[config.mk]
export PLATFORM = sky130hd
export DESIGN_NAME = quad_round_scaler
export DESIGN_NICKNAME = d
export VERILOG_FILES = /design/src/rtl/quad_scaler_pkg.sv /design/src/rtl/scaler_ctrl.sv /design/src/rtl/scaler_accum.sv /design/src/rtl/scaler_round.sv /design/src/rtl/quad_round_scaler.sv
export SDC_FILE = /design/constraint.sdc
export NUM_CORES = 1
export LEC_CHECK = 0
export ABC_AREA = 1
export BUFFER_PORTS_ARGS = -buffer_cell sky130_fd_sc_hd__buf_4
export CELL_PAD_IN_SITES_DETAIL_PLACEMENT = 1
export CELL_PAD_IN_SITES_GLOBAL_PLACEMENT = 2
export CORE_UTILIZATION = 25
export DETAILED_ROUTE_END_ITERATION = 8
export HOLD_SLACK_MARGIN = 0.06
export PLACE_DENSITY_LB_ADDON = 0.1
export SLEW_MARGIN = 20
export SYNTH_ARGS = -nofsm -noshare
export SYNTH_HDL_FRONTEND = slang
export SYNTH_SLANG_ARGS = --single-unit
[constraint.sdc]
create_clock -name clk_i -period 2.6 [get_ports clk_i]
set_clock_uncertainty 0.2 [all_clocks]
set_input_delay 0.52 -clock clk_i [delete_from_list [all_inputs] [get_ports clk_i]]
set_output_delay 0.52 -clock clk_i [all_outputs]
set_load 0.01 [all_outputs]
[src/rtl/quad_scaler_pkg.sv]
package quad_scaler_pkg;
  localparam int unsigned DIV_SHIFT = 3;  // divisor fixed at eight

  typedef enum logic [1:0] {
    ST_IDLE = 2'd0,
    ST_ACC  = 2'd1,
    ST_RND  = 2'd2
  } state_e;
endpackage

[src/rtl/scaler_ctrl.sv]
module scaler_ctrl
  import quad_scaler_pkg::*;
#(
  parameter int unsigned N_SAMPLES = 4,
  localparam int unsigned IDX_W = (N_SAMPLES > 1) ? $clog2(N_SAMPLES) : 1
) (
  input  logic             clk_i,
  input  logic             rst_ni,
  input  logic             start_i,
  output logic             ready_o,
  output logic             clr_o,
  output logic             add_o,
  output logic             load_o,
  output logic [IDX_W-1:0] idx_o
);
  localparam logic [IDX_W-1:0] LAST_IDX = IDX_W'(N_SAMPLES - 1);

  state_e state_q, state_d;
  logic [IDX_W-1:0] idx_q, idx_d;

  always_comb begin
    state_d = state_q;
    idx_d   = idx_q;
    unique case (state_q)
      ST_IDLE: if (start_i) begin
        state_d = ST_ACC;
        idx_d   = '0;
      end
      ST_ACC: begin
        if (idx_q == LAST_IDX) state_d = ST_RND;
        else                   idx_d   = idx_q + 1'b1;
      end
      ST_RND:  state_d = ST_IDLE;
      default: state_d = ST_IDLE;
    endcase
  end

  always_ff @(posedge clk_i or negedge rst_ni) begin
    if (!rst_ni) begin
      state_q <= ST_IDLE;
      idx_q   <= '0;
    end else begin
      state_q <= state_d;
      idx_q   <= idx_d;
    end
  end

  assign ready_o = (state_q == ST_IDLE);
  assign clr_o   = ready_o && start_i;
  assign add_o   = (state_q == ST_ACC);
  assign load_o  = (state_q == ST_RND);
  assign idx_o   = idx_q;

  // busy-window counter for the latency check
  logic [IDX_W+1:0] busy_cnt_q;
  always_ff @(posedge clk_i or negedge rst_ni) begin
    if (!rst_ni)      busy_cnt_q <= '0;
    else if (clr_o)   busy_cnt_q <= '0;
    else if (!ready_o) busy_cnt_q <= busy_cnt_q + 1'b1;
  end


  start_ack_chk: assert property (@(posedge clk_i) disable iff (!rst_ni)
    (start_i && ready_o) |=> !ready_o);


  busy_len_chk: assert property (@(posedge clk_i) disable iff (!rst_ni)
    $rose(ready_o) |-> (busy_cnt_q == (IDX_W+2)'(N_SAMPLES + 1)));


  busy_start_chk: assert property (@(posedge clk_i) disable iff (!rst_ni)
    (add_o && start_i && idx_o != LAST_IDX) |=> add_o);
endmodule

[src/rtl/scaler_accum.sv]
module scaler_accum #(
  parameter int unsigned SAMPLE_W  = 8,
  parameter int unsigned N_SAMPLES = 4,
  localparam int unsigned IDX_W = (N_SAMPLES > 1) ? $clog2(N_SAMPLES) : 1,
  localparam int unsigned ACC_W = SAMPLE_W + IDX_W
) (
  input  logic                          clk_i,
  input  logic                          rst_ni,
  input  logic [N_SAMPLES*SAMPLE_W-1:0] samples_i,
  input  logic                          clr_i,
  input  logic                          add_i,
  input  logic [IDX_W-1:0]              idx_i,
  output logic [ACC_W-1:0]              acc_o
);
  logic [SAMPLE_W-1:0] lane [N_SAMPLES];
  logic [SAMPLE_W-1:0] pick;

  for (genvar k = 0; k < N_SAMPLES; k++) begin : g_lane
    assign lane[k] = samples_i[k*SAMPLE_W +: SAMPLE_W];
  end

  always_comb begin
    pick = '0;
    for (int k = 0; k < N_SAMPLES; k++) begin
      if (idx_i == IDX_W'(k)) pick = lane[k];
    end
  end

  logic [ACC_W-1:0] acc_q;
  always_ff @(posedge clk_i or negedge rst_ni) begin
    if (!rst_ni)    acc_q <= '0;
    else if (clr_i) acc_q <= '0;
    else if (add_i) acc_q <= acc_q + ACC_W'(pick);
  end
  assign acc_o = acc_q;


  acc_clear_chk: assert property (@(posedge clk_i) disable iff (!rst_ni)
    clr_i |=> (acc_o == '0));


  no_overflow_chk: assert property (@(posedge clk_i) disable iff (!rst_ni)
    (add_i && !clr_i) |=> (acc_o >= $past(acc_o)));
endmodule

[src/rtl/scaler_round.sv]
module scaler_round
  import quad_scaler_pkg::*;
#(
  parameter int unsigned ACC_W = 10,
  localparam int unsigned RES_W = ACC_W - DIV_SHIFT + 1
) (
  input  logic             clk_i,
  input  logic             rst_ni,
  input  logic             load_i,
  input  logic [ACC_W-1:0] acc_i,
  output logic [RES_W-1:0] result_o
);
  localparam logic [DIV_SHIFT-1:0] HALF_M1 = DIV_SHIFT'((1 << (DIV_SHIFT - 1)) - 1);
  localparam logic [RES_W-1:0]     RES_MAX = RES_W'(1) << (RES_W - 1);

  logic [ACC_W-DIV_SHIFT-1:0] quot;
  logic [DIV_SHIFT-1:0]       rem;
  logic                       up;
  logic [RES_W-1:0]           rounded;

  assign quot    = acc_i[ACC_W-1:DIV_SHIFT];
  assign rem     = acc_i[DIV_SHIFT-1:0];
  assign up      = (rem > HALF_M1);
  assign rounded = {1'b0, quot} + RES_W'(up);

  logic [RES_W-1:0] res_q;
  always_ff @(posedge clk_i or negedge rst_ni) begin
    if (!rst_ni)     res_q <= '0;
    else if (load_i) res_q <= rounded;
  end
  assign result_o = res_q;


  result_hold_chk: assert property (@(posedge clk_i) disable iff (!rst_ni)
    !load_i |=> $stable(result_o));


  result_range_chk: assert property (@(posedge clk_i) disable iff (!rst_ni)
    result_o <= RES_MAX);
endmodule

[src/rtl/quad_round_scaler.sv]
module quad_round_scaler
  import quad_scaler_pkg::*;
#(
  parameter int unsigned SAMPLE_W  = 8,
  parameter int unsigned N_SAMPLES = 4,
  localparam int unsigned IDX_W = (N_SAMPLES > 1) ? $clog2(N_SAMPLES) : 1,
  localparam int unsigned ACC_W = SAMPLE_W + IDX_W,
  localparam int unsigned RES_W = ACC_W - DIV_SHIFT + 1
) (
  input  logic                          clk_i,
  input  logic                          rst_ni,
  input  logic                          start_i,
  input  logic [N_SAMPLES*SAMPLE_W-1:0] samples_i,
  output logic                          ready_o,
  output logic [RES_W-1:0]              result_o
);
  logic             clr, add, load;
  logic [IDX_W-1:0] idx;
  logic [ACC_W-1:0] acc;

  scaler_ctrl #(.N_SAMPLES(N_SAMPLES)) i_ctrl (
    .clk_i   (clk_i),
    .rst_ni  (rst_ni),
    .start_i (start_i),
    .ready_o (ready_o),
    .clr_o   (clr),
    .add_o   (add),
    .load_o  (load),
    .idx_o   (idx)
  );

  scaler_accum #(.SAMPLE_W(SAMPLE_W), .N_SAMPLES(N_SAMPLES)) i_accum (
    .clk_i     (clk_i),
    .rst_ni    (rst_ni),
    .samples_i (samples_i),
    .clr_i     (clr),
    .add_i     (add),
    .idx_i     (idx),
    .acc_o     (acc)
  );

  scaler_round #(.ACC_W(ACC_W)) i_round (
    .clk_i    (clk_i),
    .rst_ni   (rst_ni),
    .load_i   (load),
    .acc_i    (acc),
    .result_o (result_o)
  );


  reset_idle_chk: assert property (@(posedge clk_i)
    !rst_ni |-> (ready_o && result_o == '0));
endmodule

=== After elaboration in Yosys (flattened, before gate mapping) ===
Cells that the tools add are included.

* Bits in registers: 22
* Bits of input ports: 35
* Output and inout bits: 9
* Logic and storage cells: 35

* Add/sub/neg operators: 3
* Magnitude comparators: 1
* Equality and inequality tests: 8
* Muxes and demuxes: 12
* Reduce and logical (&&, ||, !) cells: 7

{| class="wikitable"
|+ Operators with widths
! cell !! number
|-
| 8-bit two-way mux || 4
|-
| 10-bit two-way mux || 2
|-
| 10-bit by 8-bit adder with 10-bit output || 1
|-
| 7-bit by 1-bit adder with 8-bit output || 1
|-
| 2-bit two-way mux || 4
|-
| 2-bit case mux with 2 select lines || 2
|-
| 2-bit equality test (second input constant) || 3
|-
| 2-bit by 1-bit equality test with 1-bit output (second input constant) || 2
|-
| 2-bit zero test || 2
|-
| 2-bit inequality test (second input constant) || 2
|-
| 2-bit nonzero test || 2
|-
| 3-bit by 2-bit > comparator with 1-bit output (second input constant) || 1
|-
| 3-bit AND reduction || 1
|-
| 2-bit by 1-bit adder with 2-bit output (second input constant) || 1
|-
| 2-bit by 1-bit inequality test with 1-bit output (second input constant) || 1
|-
| 2-bit AND reduction || 1
|-
| 1-bit logical AND || 1
|}

=== Depth between registers and ports, before layout ===
* Depth in word-level cells: 8
* Mapped depth: 18
* Depth with buffers taken out: 17

=== Cells and area by module ===
A second synthesis with hierarchy kept.

* Cell total of the unflattened synthesis: 235
* Area, all modules: 1669.1 um^2

{| class="wikitable"
|+ Modules (own cells, without submodules)
! module !! times used !! cells each !! area each (um^2) !! seq. area each (um^2)
|-
| scaler_accum || 1 || 158 || 1037.2 || 250.2
|-
| scaler_round || 1 || 54 || 437.9 || 200.2
|-
| scaler_ctrl || 1 || 23 || 193.9 || 100.1
|}

=== Worst setup path before layout ===
No wires, ideal clock.

* Kind: flip-flop to flip-flop
* Start point: reg i_ctrl.idx_q[0] (netlist: i_ctrl.idx_o[0])
* End point: reg i_accum.acc_q[8] (netlist: i_accum.acc_o[8])
* Setup time: 113 ps
* Arrival time: 2192 ps
* Data required time: 2287 ps
* Setup slack: 95 ps
* Stages on the path, launching flop included: 17
* Path buffers: 1
* Clock period less this slack: 2505 ps
* Cell sequence: dfrtp_1 > inv_1 > ha_1 > buf_2 > inv_1 > o21ai_0 > a21oi_1 > ha_1 > fa_1 > nand3_1 > nand3_1 > nand3_1 > nand2_1 > nand2_1 > nand2_1 > nand2_1 > inv_1

* Word-level cells in the longest chain between the ends: 8
* Elaborated cells between the ends (all ways): 11
* Classes of those cells: 1 x add/sub; 3 x eq/ne; 6 x mux; 1 x reduce/logical

{| class="wikitable"
|+ Ends and longest elaborated chain
! item !! line !! source
|-
| start, declared || scaler_ctrl.sv:19 || <nowiki>logic [IDX_W-1:0] idx_q, idx_d;</nowiki>
|-
| start signal, assigned || scaler_ctrl.sv:44 || <nowiki>idx_q <= idx_d;</nowiki>
|-
| 2-bit zero test || scaler_accum.sv:25 || <nowiki>if (idx_i == IDX_W'(k)) pick = lane[k];</nowiki>
|-
| 8-bit two-way mux (3 in a row) || scaler_accum.sv:25 ||
|-
| 8-bit two-way mux * || scaler_accum.sv:25 ||
|-
| 10-bit by 8-bit adder with 10-bit output * || scaler_accum.sv:33 || <nowiki>else if (add_i) acc_q <= acc_q + ACC_W'(pick);</nowiki>
|-
| 10-bit two-way mux * || scaler_accum.sv:33 ||
|-
| 10-bit two-way mux * || scaler_accum.sv:32 || <nowiki>else if (clr_i) acc_q <= '0;</nowiki>
|-
| end signal, assigned || scaler_accum.sv:33 ||
|-
| end, declared || scaler_accum.sv:29 || <nowiki>logic [ACC_W-1:0] acc_q;</nowiki>
|}

Every way passes the cells marked *; elsewhere a longest branch is shown, timed or not. The select of a mux whose other input is x is not followed.
A chain may end at the register's enable or synchronous reset.

=== Worst setup path in the final report ===
* Start point: reg i_ctrl.idx_q[1] (netlist: i_ctrl.idx_o[1])
* End point: reg i_accum.acc_q[9] (netlist: i_accum.acc_o[9])

The elaborated chain is that of the path after synthesis.

==> results_dict.tcl <==
set metrics [dict create \
    gp_congestion 0.7957 \
    io_buffers 43 \
    nets 359 \
    synthCells 240 \
    yosys.area.top_type "dfrtp_1" \
    placed_area_um2 2172 \
    vias_per_cell 4.603 \
    worst_slack_ps 96.31 \
    drive_gt1_share_pct 42.21 \
    antenna_found_initial 0 \
    rsz0062_at_grt "true" \
    finalInstanceArea_um2 2565 \
    period_minus_slack_ps 2504 \
    worstMarginPinSlew_ps 310.3 \
    slew_headroom_pct 79.32 \
    gr-total-overflow 0 \
    initial_utilization_pct 26.04 \
    grt_usage_pct 15.64 \
    dp_hpwl_mm 4.042 \
    cp.buffers_inverters 3 \
    dp_slack_ps -106.0 \
    avgSynthCellArea_um2 6.929 \
    synth-xor-area-share_pct 0.5267 \
    path_common_cell "nand2_1" \
    final_util_pct 40.16 \
    cp_max_fo 5 \
    yosys_warnings 0 \
    ys_types 25 \
    num_antenna_cells 0 \
    area_growth_pct 54.25 \
    grt_pass1_wl_mm 8.666 \
    p_total_mw 4.226 \
    synth_seq_cells 22 \
    die-width_um 83.56 \
    grt_max_degree 23 \
    io_pins 44 \
    crit_type "flop to flop" \
    p_leak_nw 1.265 \
    worst-endpoint-arrival_ps 2480 \
    fin_crit_sh_pct 96.30 \
    dr.pass1.iters 4 \
    crit_slowest_cell "dfrtp_1" \
    setup_viol 0 \
    yosys.area_share.adder_pct 11.74 \
    cts_buffers 3 \
    yosysTopAreaCellShare_pct 33.11 \
    finalWirelength_mm 5.302 \
    path_cells "buf_6 > ha_4 > buf_6 > a21oi_2 > nand2_1 > o21ai_2 > a21oi_2 > ha_1 > nand2_1 > nand2_2 > a21oi_4 > nand3_2 > nand2_1 > nand2_1 > nand2_1 > inv_1" \
    start_kind "flop" \
    slowest_delay_ps 420 \
    worst_setup_path_end_kind "flop" \
    maxSlewViolCount 0 \
    synth_compound_area_share_pct 14.97 \
    detail_route.wl_per_cell_um 13.77 \
    initialDrtViolationCount 32 \
    clockBufferDepth 2 \
    fin_hold_ws_ps 281.2 \
    cts_root_buf "clkbuf_8" \
    rows 29 \
    grt_pass1_vias 1822 \
    irDropWorstVdd_uv 608.6 \
    outcome "finished, final reports clean" \
    drcViolationCount 0 \
    cts_tree "yes" \
    drtAntennaViolNets 0 \
    cap_violations 0 \
    nFillCells 789 \
    dieHeight_um 83.56 \
    cp.required_ps 2580 \
    finalHoldViolCount 0 \
    worst_hold_path_type "flop to flop" \
    muxShareOfSynthArea_pct 0 \
    synthesis.nets 290 \
    synth_area_um2 1663 \
    dieArea_um2 6981 \
    max_freq_mhz 399.4 \
    synth_top_family_by_area "simple AND/OR/NAND/NOR gates" \
    clk_pin_slew_worst_paths_ps 90 \
    critPathTopFamily "simple AND/OR/NAND/NOR gates" \
    ys_top_cells_by_area "dfrtp_1 33%, nand2_1 16%, ha_1 11%" \
    htreeDepth 1 \
    synth-seq-area-share_pct 33.11 \
    synth-simple-area-share_pct 31.75 \
    power_density_nw_per_um2 1648 \
    insertion_delay_ps 270 \
    coreArea_um2 6386 \
    vias 1772 \
    cts_sinks 22 \
]
-- stage by stage --
step	TNS (ps)	std cells
after CTS	0	375
after global placement	-317.7	370
final	0	385
after floorplan	0	240
after detailed placement	-278.4	370
after global routing	-200.2	385
-- cell usage after synthesis --
| library cell | count |
|---|---|
| nand2_2 | 1 |
| buf_2 | 3 |
| a211oi_2 | 1 |
| nand4_1 | 2 |
| xor2_1 | 1 |
| clkbuf_1 | 2 |
| nor2_1 | 18 |
| or2_4 | 1 |
| clkinv_1 | 1 |
| a21oi_1 | 21 |
| ha_1 | 14 |
| nor2_4 | 1 |
| o21ai_0 | 12 |
| inv_2 | 6 |
| inv_1 | 22 |
| dfrtp_1 | 22 |
| a21oi_2 | 1 |
| nand3b_1 | 1 |
| nor2_2 | 2 |
| fa_1 | 1 |
| nand3_1 | 23 |
| o21ai_1 | 9 |
| nand2_1 | 71 |
| a22o_1 | 2 |
| nand3_2 | 2 |
-- layout by cell type (no fill, tap or decap), types with 2 or more instances in the layout --
cell,count
a21oi_1,8
a21oi_2,13
a22o_1,2
buf_4,62
buf_6,6
clkbuf_8,3
dfrtp_1,21
ha_1,6
ha_2,2
ha_4,6
inv_1,18
inv_2,8
inv_4,2
nand2_1,67
nand2_2,5
nand3_1,18
nand3_2,6
nand4_1,2
nor2_1,17
nor2_2,3
o21ai_0,6
o21ai_1,10
o21ai_2,5
-- worst paths after layout --
kind / start / endpoint / slack, ps / depth (start not counted)
worst max-delay path: i_ctrl.idx_o[1] / i_accum.acc_o[9] / 100 / 16
worst min-delay path: i_round.result_o[0] / i_round.result_o[0] / 280 / 2
worst max register to register: i_ctrl.idx_o[1] / i_accum.acc_o[9] / 100 / 16
worst min register to register: i_round.result_o[0] / i_round.result_o[0] / 280 / 2
max in group asynchronous: rst_ni / i_ctrl.idx_o[0] / 1480 / 2
min in group asynchronous: rst_ni / i_ctrl.idx_o[0] / 470 / 2
-- per-layer routing --
metal  vias to the layer above  track usage [%]  share of wire [%]
li1                        919                -                  -
met1                       830            20.07                 47
met2                        19            27.72                 50
met3                         4            2.473                2.1
met4                         0            3.236                1.1
met5                         -                0                  0
-- logic make-up after synthesis --
group | Yosys count
compound gates | 46
xor+xnor | 1
fa+ha+maj | 15
buf+inv | 34
flops | 22
simple gates | 122
-- registers in the layout, indices dropped and copies added (netlist names) --
signal	flops
i_ctrl.idx_o	2
i_ctrl.state_q	2
i_round.result_o	8
i_accum.acc_o	10
-- what timing repair did --
item,CTS,global route
hold buffers,1,0
setup buffers,0,10
endpoints found under the setup margin,6,6
endpoints found under the hold margin,22,0
resized for setup,12,53
pin swaps,0,32
-- worst reg2reg max path, delay by kind of cell (launching register included) --
| kind | cells | cell delay [ps] |
|---|---|---|
| AND/OR/NAND/NOR | 7 | 540 |
| adder cells (fa/ha/maj) | 2 | 520 |
| AO/OA/AOI/OAI | 4 | 430 |
| flip-flops | 1 | 420 |
| buffers and inverters | 3 | 310 |
-- area by class of cell --
cell class	count	area [um^2]	share of cell area (%)
inverter	29	118.9	4.634
sequential	22	551.8	21.51
multi-input combinational	184	1184	46.15
clock buffer	3	41.29	1.610
tap	77	96.34	3.756
timing repair buffer	69	543.0	21.17
clock inverter	1	30.03	1.171
-- power by group --
group / leakage, nW / switching [mW] / total [mW] / internal (mW)
Combinational: 0.958 / 1.69 / 3.22 / 1.53
Clock: 0.0357 / 0.125 / 0.331 / 0.206
Sequential: 0.271 / 0.163 / 0.676 / 0.513
Power figures use the tool's default switching activity.
